$ cat config.mk
export PLATFORM = sky130hd
export DESIGN_NAME = acc_core
export DESIGN_NICKNAME = d
export VERILOG_FILES = /design/src/rtl/acc_pkg.sv /design/src/rtl/acc_decoder.sv /design/src/rtl/acc_alu.sv /design/src/rtl/acc_ram.sv /design/src/rtl/acc_core.sv
export SDC_FILE = /design/constraint.sdc
export NUM_CORES = 1
export LEC_CHECK = 0
export BUFFER_PORTS_ARGS = -buffer_cell sky130_fd_sc_hd__buf_2
export CORE_MARGIN = 4
export CORE_UTILIZATION = 62
export DETAILED_ROUTE_END_ITERATION = 7
export PLACE_DENSITY = 0.78
export SKIP_CTS_REPAIR_TIMING = 1
export SLEW_MARGIN = 30
export SYNTH_ARGS = -nofsm -noshare
export SYNTH_HDL_FRONTEND = slang
export SYNTH_SLANG_ARGS = --single-unit
export TNS_END_PERCENT = 50
$ cat constraint.sdc
create_clock -name clk -period 3.3 [get_ports clk]
set_input_delay 0.66 -clock clk [delete_from_list [all_inputs] [get_ports clk]]
set_output_delay 0.66 -clock clk [all_outputs]
set_load 0.01 [all_outputs]
$ cat src/rtl/acc_pkg.sv
package acc_pkg;
  localparam int OPC_W = 4;

  typedef enum logic [OPC_W-1:0] {
    OP_LDA = 4'h0,
    OP_ADD = 4'h1,
    OP_SUB = 4'h2,
    OP_STA = 4'h3,
    OP_JMP = 4'h4,
    OP_JZ  = 4'h5,
    OP_JC  = 4'h6,
    OP_OUT = 4'hE,
    OP_HLT = 4'hF
  } opcode_e;

  typedef struct packed {
    logic alu_en;
    logic mem_rd;
    logic mem_wr;
    logic pc_ld;
    logic out_en;
  } strobes_t;

  typedef enum logic [1:0] {
    PH_FETCH,
    PH_DECODE,
    PH_EXEC,
    PH_HALT
  } phase_e;
endpackage

$ cat src/rtl/acc_decoder.sv
module acc_decoder
  import acc_pkg::*;
(
  input  logic [OPC_W-1:0] opc,
  output strobes_t         stb,
  output logic             is_jmp,
  output logic             is_jz,
  output logic             is_jc,
  output logic             is_sub,
  output logic             is_halt
);
  always_comb begin
    stb = '0;
    unique case (opc)
      OP_LDA:  stb.mem_rd = 1'b1;
      OP_ADD,
      OP_SUB:  begin stb.alu_en = 1'b1; stb.mem_rd = 1'b1; end
      OP_STA:  stb.mem_wr = 1'b1;
      OP_JMP,
      OP_JZ,
      OP_JC:   stb.pc_ld = 1'b1;
      OP_OUT:  stb.out_en = 1'b1;
      default: stb = '0;
    endcase
  end

  assign is_jmp  = (opc == OP_JMP);
  assign is_jz   = (opc == OP_JZ);
  assign is_jc   = (opc == OP_JC);
  assign is_sub  = (opc == OP_SUB);
  assign is_halt = (opc == OP_HLT);
endmodule

$ cat src/rtl/acc_alu.sv
module acc_alu #(
  parameter int W = 8
) (
  input  logic [W-1:0] a,
  input  logic [W-1:0] b,
  input  logic         sub,
  output logic [W-1:0] res,
  output logic         carry,
  output logic         zero
);
  // Extended sum: subtraction is a + ~b + 1, so bit W is not-borrow.
  function automatic logic [W:0] ext_sum(input logic [W-1:0] x,
                                         input logic [W-1:0] y,
                                         input logic         neg);
    logic [W:0] t;
    t = {1'b0, x} + {1'b0, (neg ? ~y : y)} + {{W{1'b0}}, neg};
    return t;
  endfunction

  logic [W:0] sum_w;
  assign sum_w = ext_sum(a, b, sub);
  assign res   = sum_w[W-1:0];
  assign carry = sum_w[W];
  assign zero  = (sum_w[W-1:0] == '0);
endmodule

$ cat src/rtl/acc_ram.sv
module acc_ram #(
  parameter int ADDR_W = 4,
  parameter int DATA_W = 8
) (
  input  logic              clk,
  input  logic              pre_we,
  input  logic [ADDR_W-1:0] pre_addr,
  input  logic [DATA_W-1:0] pre_data,
  input  logic              wr_en,
  input  logic [ADDR_W-1:0] wr_addr,
  input  logic [DATA_W-1:0] wr_data,
  input  logic [ADDR_W-1:0] ra_addr,
  output logic [DATA_W-1:0] ra_data,
  input  logic [ADDR_W-1:0] rb_addr,
  output logic [DATA_W-1:0] rb_data
);
  localparam int DEPTH = 1 << ADDR_W;

  logic [DATA_W-1:0] mem [DEPTH];

  // Preload has priority over a core store.
  always_ff @(posedge clk) begin
    if (pre_we)     mem[pre_addr] <= pre_data;
    else if (wr_en) mem[wr_addr]  <= wr_data;
  end

  assign ra_data = mem[ra_addr];
  assign rb_data = mem[rb_addr];
endmodule

$ cat src/rtl/acc_core.sv
module acc_core
  import acc_pkg::*;
#(
  parameter int ADDR_W = 4,
  parameter int DATA_W = 8
) (
  input  logic              clk,
  input  logic              rst,
  input  logic              pre_we,
  input  logic [ADDR_W-1:0] pre_addr,
  input  logic [DATA_W-1:0] pre_data,
  output logic [DATA_W-1:0] out_data,
  output logic              out_valid,
  output logic              halted
);
  localparam int OPC_LSB = DATA_W - OPC_W;

  phase_e            phase;
  logic [ADDR_W-1:0] pc;
  logic [DATA_W-1:0] ir, opnd, acc;
  logic              zf, cf;

  // Named internal events for the assertions
  logic [OPC_W-1:0]  opc;
  logic [ADDR_W-1:0] tgt;
  strobes_t          stb;
  logic              is_jmp, is_jz, is_jc, is_sub, is_halt;
  logic              exec_now, take_branch, store_now;
  logic [DATA_W-1:0] instr_word, opnd_word, alu_res;
  logic              alu_c, alu_z;

  assign opc = ir[DATA_W-1:OPC_LSB];
  assign tgt = ir[ADDR_W-1:0];

  acc_decoder u_dec (
    .opc     (opc),
    .stb     (stb),
    .is_jmp  (is_jmp),
    .is_jz   (is_jz),
    .is_jc   (is_jc),
    .is_sub  (is_sub),
    .is_halt (is_halt)
  );

  assign exec_now    = (phase == PH_EXEC);
  assign take_branch = stb.pc_ld & (is_jmp | (is_jz & zf) | (is_jc & cf));
  assign store_now   = exec_now & stb.mem_wr;

  acc_ram #(.ADDR_W(ADDR_W), .DATA_W(DATA_W)) u_ram (
    .clk      (clk),
    .pre_we   (pre_we),
    .pre_addr (pre_addr),
    .pre_data (pre_data),
    .wr_en    (store_now),
    .wr_addr  (tgt),
    .wr_data  (acc),
    .ra_addr  (pc),
    .ra_data  (instr_word),
    .rb_addr  (tgt),
    .rb_data  (opnd_word)
  );

  acc_alu #(.W(DATA_W)) u_alu (
    .a     (acc),
    .b     (opnd),
    .sub   (is_sub),
    .res   (alu_res),
    .carry (alu_c),
    .zero  (alu_z)
  );

  always_ff @(posedge clk) begin
    if (rst) begin
      phase     <= PH_FETCH;
      pc        <= '0;
      ir        <= '0;
      opnd      <= '0;
      acc       <= '0;
      zf        <= 1'b0;
      cf        <= 1'b0;
      out_data  <= '0;
      out_valid <= 1'b0;
      halted    <= 1'b0;
    end else begin
      out_valid <= 1'b0;
      unique case (phase)
        PH_FETCH: begin
          ir    <= instr_word;
          phase <= PH_DECODE;
        end
        PH_DECODE: begin
          opnd  <= opnd_word;
          phase <= PH_EXEC;
        end
        PH_EXEC: begin
          if (is_halt) begin
            halted <= 1'b1;
            phase  <= PH_HALT;
          end else begin
            if (stb.alu_en) begin
              acc <= alu_res;
              zf  <= alu_z;
              cf  <= alu_c;
            end else if (stb.mem_rd) begin
              acc <= opnd;
            end
            if (stb.out_en) begin
              out_data  <= acc;
              out_valid <= 1'b1;
            end
            pc    <= take_branch ? tgt : pc + 1'b1;
            phase <= PH_FETCH;
          end
        end
        default: phase <= PH_HALT;
      endcase
    end
  end

  // Assertions guarding the decoder and sequencer
  assert_rw_excl_R12: assert property (@(posedge clk) disable iff (rst)
    !(stb.mem_rd && stb.mem_wr));

  assert_alu_reads_R12: assert property (@(posedge clk) disable iff (rst)
    stb.alu_en |-> stb.mem_rd);

  assert_fetch_step_R2: assert property (@(posedge clk) disable iff (rst)
    (phase == PH_FETCH) |=> (phase == PH_DECODE));

  assert_decode_step_R2: assert property (@(posedge clk) disable iff (rst)
    (phase == PH_DECODE) |=> (phase == PH_EXEC));

  assert_flags_hold_R4: assert property (@(posedge clk) disable iff (rst)
    (exec_now && !stb.alu_en) |=> ($stable(zf) && $stable(cf)));

  assert_fallthrough_R7: assert property (@(posedge clk) disable iff (rst)
    (exec_now && !take_branch && !is_halt) |=> (pc == ADDR_W'($past(pc) + 1'b1)));

  assert_valid_pulse_R8: assert property (@(posedge clk) disable iff (rst)
    out_valid |=> !out_valid);

  assert_halt_sticky_R9: assert property (@(posedge clk) disable iff (rst)
    halted |=> (halted && $stable(acc) && $stable(pc) && !out_valid));
endmodule

**Yosys cells after proc, flatten, opt, wreduce, memory -nomap -nowiden**

Memories as Yosys holds them, arrays and structs flattened. A register that Yosys moved wholly into a read port is not among the register bits.
Index checks and enable logic that the tools add are counted.

- Register bits: 26
- Bits in writable memories: 128
- Input bits: 15
- Output and inout port bits: 10
- Word-level logic and storage cells: 65
- Memories: 1

- Add/sub/neg operators: 3
- Equality and inequality tests: 10
- Multiplexer cells: 20
- Bitwise logic cells: 9
- Reductions and logical operators: 14

Memory list:

| name | words | bits a word | rd ports | clocked after memory_dff | wr ports | line | RTL |
|---|---|---|---|---|---|---|---|
| u_ram.mem | 16 | 8 | 2 | 2 | 1 | acc_ram.sv:19 | `logic [DATA_W-1:0] mem [DEPTH];` |

Operators by type and width:

| kind | number |
|---|---|
| $mux W8 | 4 |
| $eq A4 B3 Y1 const B | 3 |
| $mux W1 | 12 |
| $add A8 B8 Y9 | 1 |
| $add A9 B1 Y9 | 1 |
| $reduce_and A3 Y1 | 3 |
| $reduce_or A3 Y1 | 3 |
| $eq A4 B2 Y1 const B | 2 |
| $eq A4 B4 Y1 const B | 2 |
| $logic_not A8 Y1 | 1 |
| $mux W4 | 2 |
| $not A8 Y8 | 1 |
| $reduce_or A8 Y1 | 1 |
| $pmux W2 S3 | 1 |
| $add A4 B1 Y4 const B | 1 |
| $and A1 B1 Y1 | 4 |
| $eq A4 B1 Y1 const B | 1 |
| $logic_not A4 Y1 | 1 |
| $reduce_and A2 Y1 | 2 |
| $eq A2 B1 Y1 const B | 1 |
| $eq A2 B2 Y1 const B | 1 |
| $logic_not A2 Y1 | 1 |
| $mux W2 | 1 |
| $not A1 Y1 | 2 |
| other kinds (3) | 4 |

**Depth between registers and ports, before layout**

- Word-level depth: 8
- Mapped depth: 12
- Gate-level depth less buffers: 10

**Hierarchy**

Synthesis repeated with hierarchy kept, for this count alone.

- Cells, all modules: 589
- Area total of the unflattened synthesis: 8,474.4 um^2

Modules (own cells, without submodules):

| module | instances | cells each | area an instance (um^2) | seq. area each (um^2) |
|---|---|---|---|---|
| acc_ram | 1 | 316 | 6,199.7 | 3,843.7 |
| acc_core | 1 | 202 | 1,751.7 | 840.8 |
| acc_alu | 1 | 56 | 434.2 | 0.0 |
| acc_decoder | 1 | 15 | 88.8 | 0.0 |

**Worst setup path before layout**

No wires, ideal clock.

- Path kind: reg-to-reg
- From: register ir[4], read port of u_ram.mem
- To: register zf
- Library setup time: 0.084 ns
- Data arrival time: 2.787 ns
- Required time: 3.216 ns
- Slack: 0.429 ns
- Cell stages (with the launch flop): 12
- Period minus slack after synthesis: 2.871 ns
- Cell sequence: dfxtp_1 buf_2 nor4b_1 buf_6 xor2_1 inv_1 fa_1 and3b_1 o21ai_0 a311oi_1 or4b_1 o31ai_2

- Word-level cells in the longest chain between the ends: 5
- Elaborated cells between the ends (all ways): 11

RTL lines:

| element | line | RTL |
|---|---|---|
| from (decl) | acc_core.sv:20 | `logic [DATA_W-1:0] ir, opnd, acc;` |
| $eq A4 B2 Y1 | acc_decoder.sv:14, acc_decoder.sv:30 |  |
| $mux W8 | acc_alu.sv:16 | `t = {1'b0, x} + {1'b0, (neg ? ~y : y)} + {{W{1'b0}}, neg};` |
| $add A8 B8 Y9 | acc_alu.sv:16 |  |
| $add A9 B1 Y9 | acc_alu.sv:16 |  |
| $logic_not A8 Y1 | acc_alu.sv:24 | `assign zero = (sum_w[W-1:0] == '0);` |
| to (signal assigned) | acc_core.sv:102 | `zf <= alu_z;` |
| to (decl) | acc_core.sv:21 | `logic zf, cf;` |

Several ways; a longest one is shown, not always the timed one.
A chain may end at the register's enable or synchronous reset.

**Final worst setup path**

- From: register ir[5], read port of u_ram.mem
- To: register zf

Same word-level chain as after synthesis.

==> metrics.md <==
| Metric | Value |
|---|---|
| Worst Clk Skew | `0.0123 ns` |
| Crit path max fanout | `9` |
| Vias | `5240` |
| Maximum number of pins on one net before global-route repair | `45` |
| Die height | `124 um` |
| Reg area | `4690 um2` |
| Endpoints failing hold | `0` |
| FP Rows | `41` |
| Status | `complete, no violations` |
| Layout Cells excl Fill | `760` |
| Register area share after synthesis | `0.566` |
| Slew Limit Fails | `0` |
| Synth unique cells | `55` |
| Ys async rst share | `0` |
| Layout cells sized above 1 | `0.272` |
| CTS root buf | `clkbuf_16` |
| Clk pwr share | `0.390` |
| TritonCTS sink count | `170` |
| Worst hold path type | `flop to flop` |
| Worst Hold Path Cells | `2` |
| P_sw | `1.34 mW` |
| # port buffers | `24` |
| # diodes | `0` |
| Clk slew on worst S/H paths | `0.07 ns` |
| Buffer depth of the longest clock path | `2` |
| Dpl cells | `728` |
| P&R area growth vs syn | `10.4%` |
| Routability cong. | `0.913` |
| Fin nets | `601` |
| Drt drc | `0` |
| Gr usage total | `0.286` |
| Synthesized Nets | `583` |
| Share of power burned in registers | `0.487` |
| TritonCTS Buffers | `17` |
| Reg2Reg Depth | `10` |
| Gate Count Post-Synth | `557` |
| Warnings, synthesis | `0` |
| Final period util | `0.904` |
| Crit end category | `flop` |
| Syn Area/Cell | `14.9 um2` |
| RSZ-0062 raised after global routing | `no` |
| Primary FF master, synth | `edfxtp_1` |
| Cell internal pwr | `3.63 mW` |
| Setup TNS | `0 ns` |
| Filler instances | `822` |
| Fin crit period | `2.98 ns` |
| Antenna violations before repair | `0` |
| WL/cell | `26.2 um` |
| Critical path arrival | `3.34 ns` |
| Grt total ovfl | `0` |
| WS Path Type | `flop to flop` |
| Final wirelength | `19900 um` |
| Worst Hold Slack | `0.474 ns` |
| Maximum clock rate | `0.335 GHz` |
| Tightest Pin Transition | `1.06 ns` |
| Yosys reg bits | `170` |
| Slew headroom | `0.289` |
| CTS tree | `built` |
| Switch share | `0.269` |
| CP Data Required Time | `3.66 ns` |
| Post-DP HPWL | `13500 um` |
| PD cells | `543 nW/um2` |
| Die span in x | `124 um` |
| Final Setup Violations | `0` |
| DR iter-0 viols | `599` |
| Vias per cell | `6.89` |
| Post-route ant nets | `0` |
| Initial Util | `0.646` |
| Area of the multi-input gates | `3410 um2` |
| Cell Area, Synth | `8280 um2` |
| Number of global-route vias before repair | `5323` |
| Leakage | `3.08 nW` |
| First-pass DRT Iterations | `5` |
| Gate power share | `0.123` |
| Worst VDD drop | `0.000686 V` |
| Worst-Skew Late Latency | `0.44 ns` |
| Setup crit start kind | `flop` |
| Total of max-cap violations | `0` |
| H-tree depth | `4` |
| Post-synth EDFFs | `128` |
| First-pass GRT wire length | `31000 um` |
| I/O pins | `25` |
| Core region area | `12800 um2` |
| Die area | `15300 um2` |
## area by class of cell
| cell class | count | area share |
|---|---|---|
| clock buffer | 17 | 0.0465 |
| multi-input combinational | 342 | 0.373 |
| sequential | 170 | 0.513 |
| tap | 172 | 0.0235 |
| inverter | 9 | 0.00369 |
| timing repair buffer | 35 | 0.0249 |
| clock inverter | 15 | 0.0160 |
## state kept, by name (all words and copies together) (netlist names)
register   cells
acc            8
cf             1
halted         1
ir             8
opnd           8
out_data       8
out_valid      1
pc             4
phase          2
u_ram.mem    128
zf             1
## kinds of logic after synthesis
family	synth area share
AOI/OAI and AO/OA	0.0551
xor gates and xnor gates	0.0127
adders and majority gates	0.0175
buffers and inverters	0.0239
DFF	0.566
muxes	0.242
and+or+nand+nor	0.0834
## worst max-delay path, stage by stage, from the launching register on
cell,delay [ns]
dfxtp_1,0.44
nor4b_2,0.23
buf_4,0.23
xor2_1,0.20
inv_1,0.08
fa_1,0.41
and3b_1,0.24
o21ai_0,0.09
a311oi_1,0.32
or4b_1,0.49
o31ai_2,0.18
## power by group through the flow
stage | Clock, mW | Combinational (mW) | Sequential [mW]
2_1_floorplan | 0 | 0.483 | 2.42
3_3_place_gp | 0 | 0.585 | 2.46
3_5_place_dp | 0 | 0.597 | 2.47
4_1_cts | 1.94 | 0.605 | 2.42
5_1_grt | 2.05 | 0.660 | 2.43
6_report | 1.94 | 0.610 | 2.42
## per-layer routing
layer	vias up	global-route usage	part of all wire
li1	2241	-	-
met1	2677	0.366	0.38
met2	273	0.474	0.52
met3	49	0.0645	0.067
met4	0	0.131	0.035
met5	-	0	0
## final timing paths
path	from	to	slack, ns
min reg2reg	halted	halted	0.47
max	ir[5]	zf	0.32
max reg2reg	ir[5]	zf	0.32
min	halted	halted	0.47
## stage by stage
step                setup WS, ns   util  instance area (um2)  power (mW)
floorplan                  0.429      -                 8280        2.90
global placement           0.392  0.668                 8570        3.05
detailed placement         0.337  0.668                 8570        3.06
CTS                        0.341  0.713                 9140        4.97
global route              0.0465  0.713                 9140        5.14
finish                     0.316  0.713                 9140        4.97
## synth_stat cells (all sizes together), types with 2 or more instances
cell,count,share of area
o211ai,2,0.0018
a31oi,8,0.0060
nor3,10,0.0066
dfxtp,42,0.10
a211oi,4,0.0036
nand2,49,0.023
nand3,3,0.0024
a21oi,29,0.018
a311oi,3,0.0032
nand4,2,0.0015
nor4,2,0.0015
nor3b,3,0.0027
clkbuf,19,0.0086
edfxtp,128,0.46
buf,17,0.011
nand3b,2,0.0018
xor2,11,0.012
a21o,4,0.0036
a22oi,2,0.0018
and3b,2,0.0021
mux2i,11,0.013
o21ai,12,0.0073
mux4,80,0.22
o21a,2,0.0018
nor2b,6,0.0045
and2,3,0.0023
mux2,8,0.011
ha,10,0.015
inv,9,0.0041
nand2b,4,0.0030
or3b,2,0.0021
and3,3,0.0023
nor2,51,0.023
## placed cells by master, fill, tap and decap left out, types with 5 or more instances in the layout
master	n
mux4_2	80
nor2b_1	6
nor3_1	9
mux2i_1	11
a21oi_1	29
buf_4	9
o21ai_0	11
clkbuf_16	17
nor2_1	50
ha_1	10
inv_8	5
dfxtp_1	40
edfxtp_1	128
inv_1	8
a31oi_1	8
mux2_1	8
buf_2	24
xor2_1	11
nand2_1	48
Note: power is estimated with default switching activity, not from simulation.
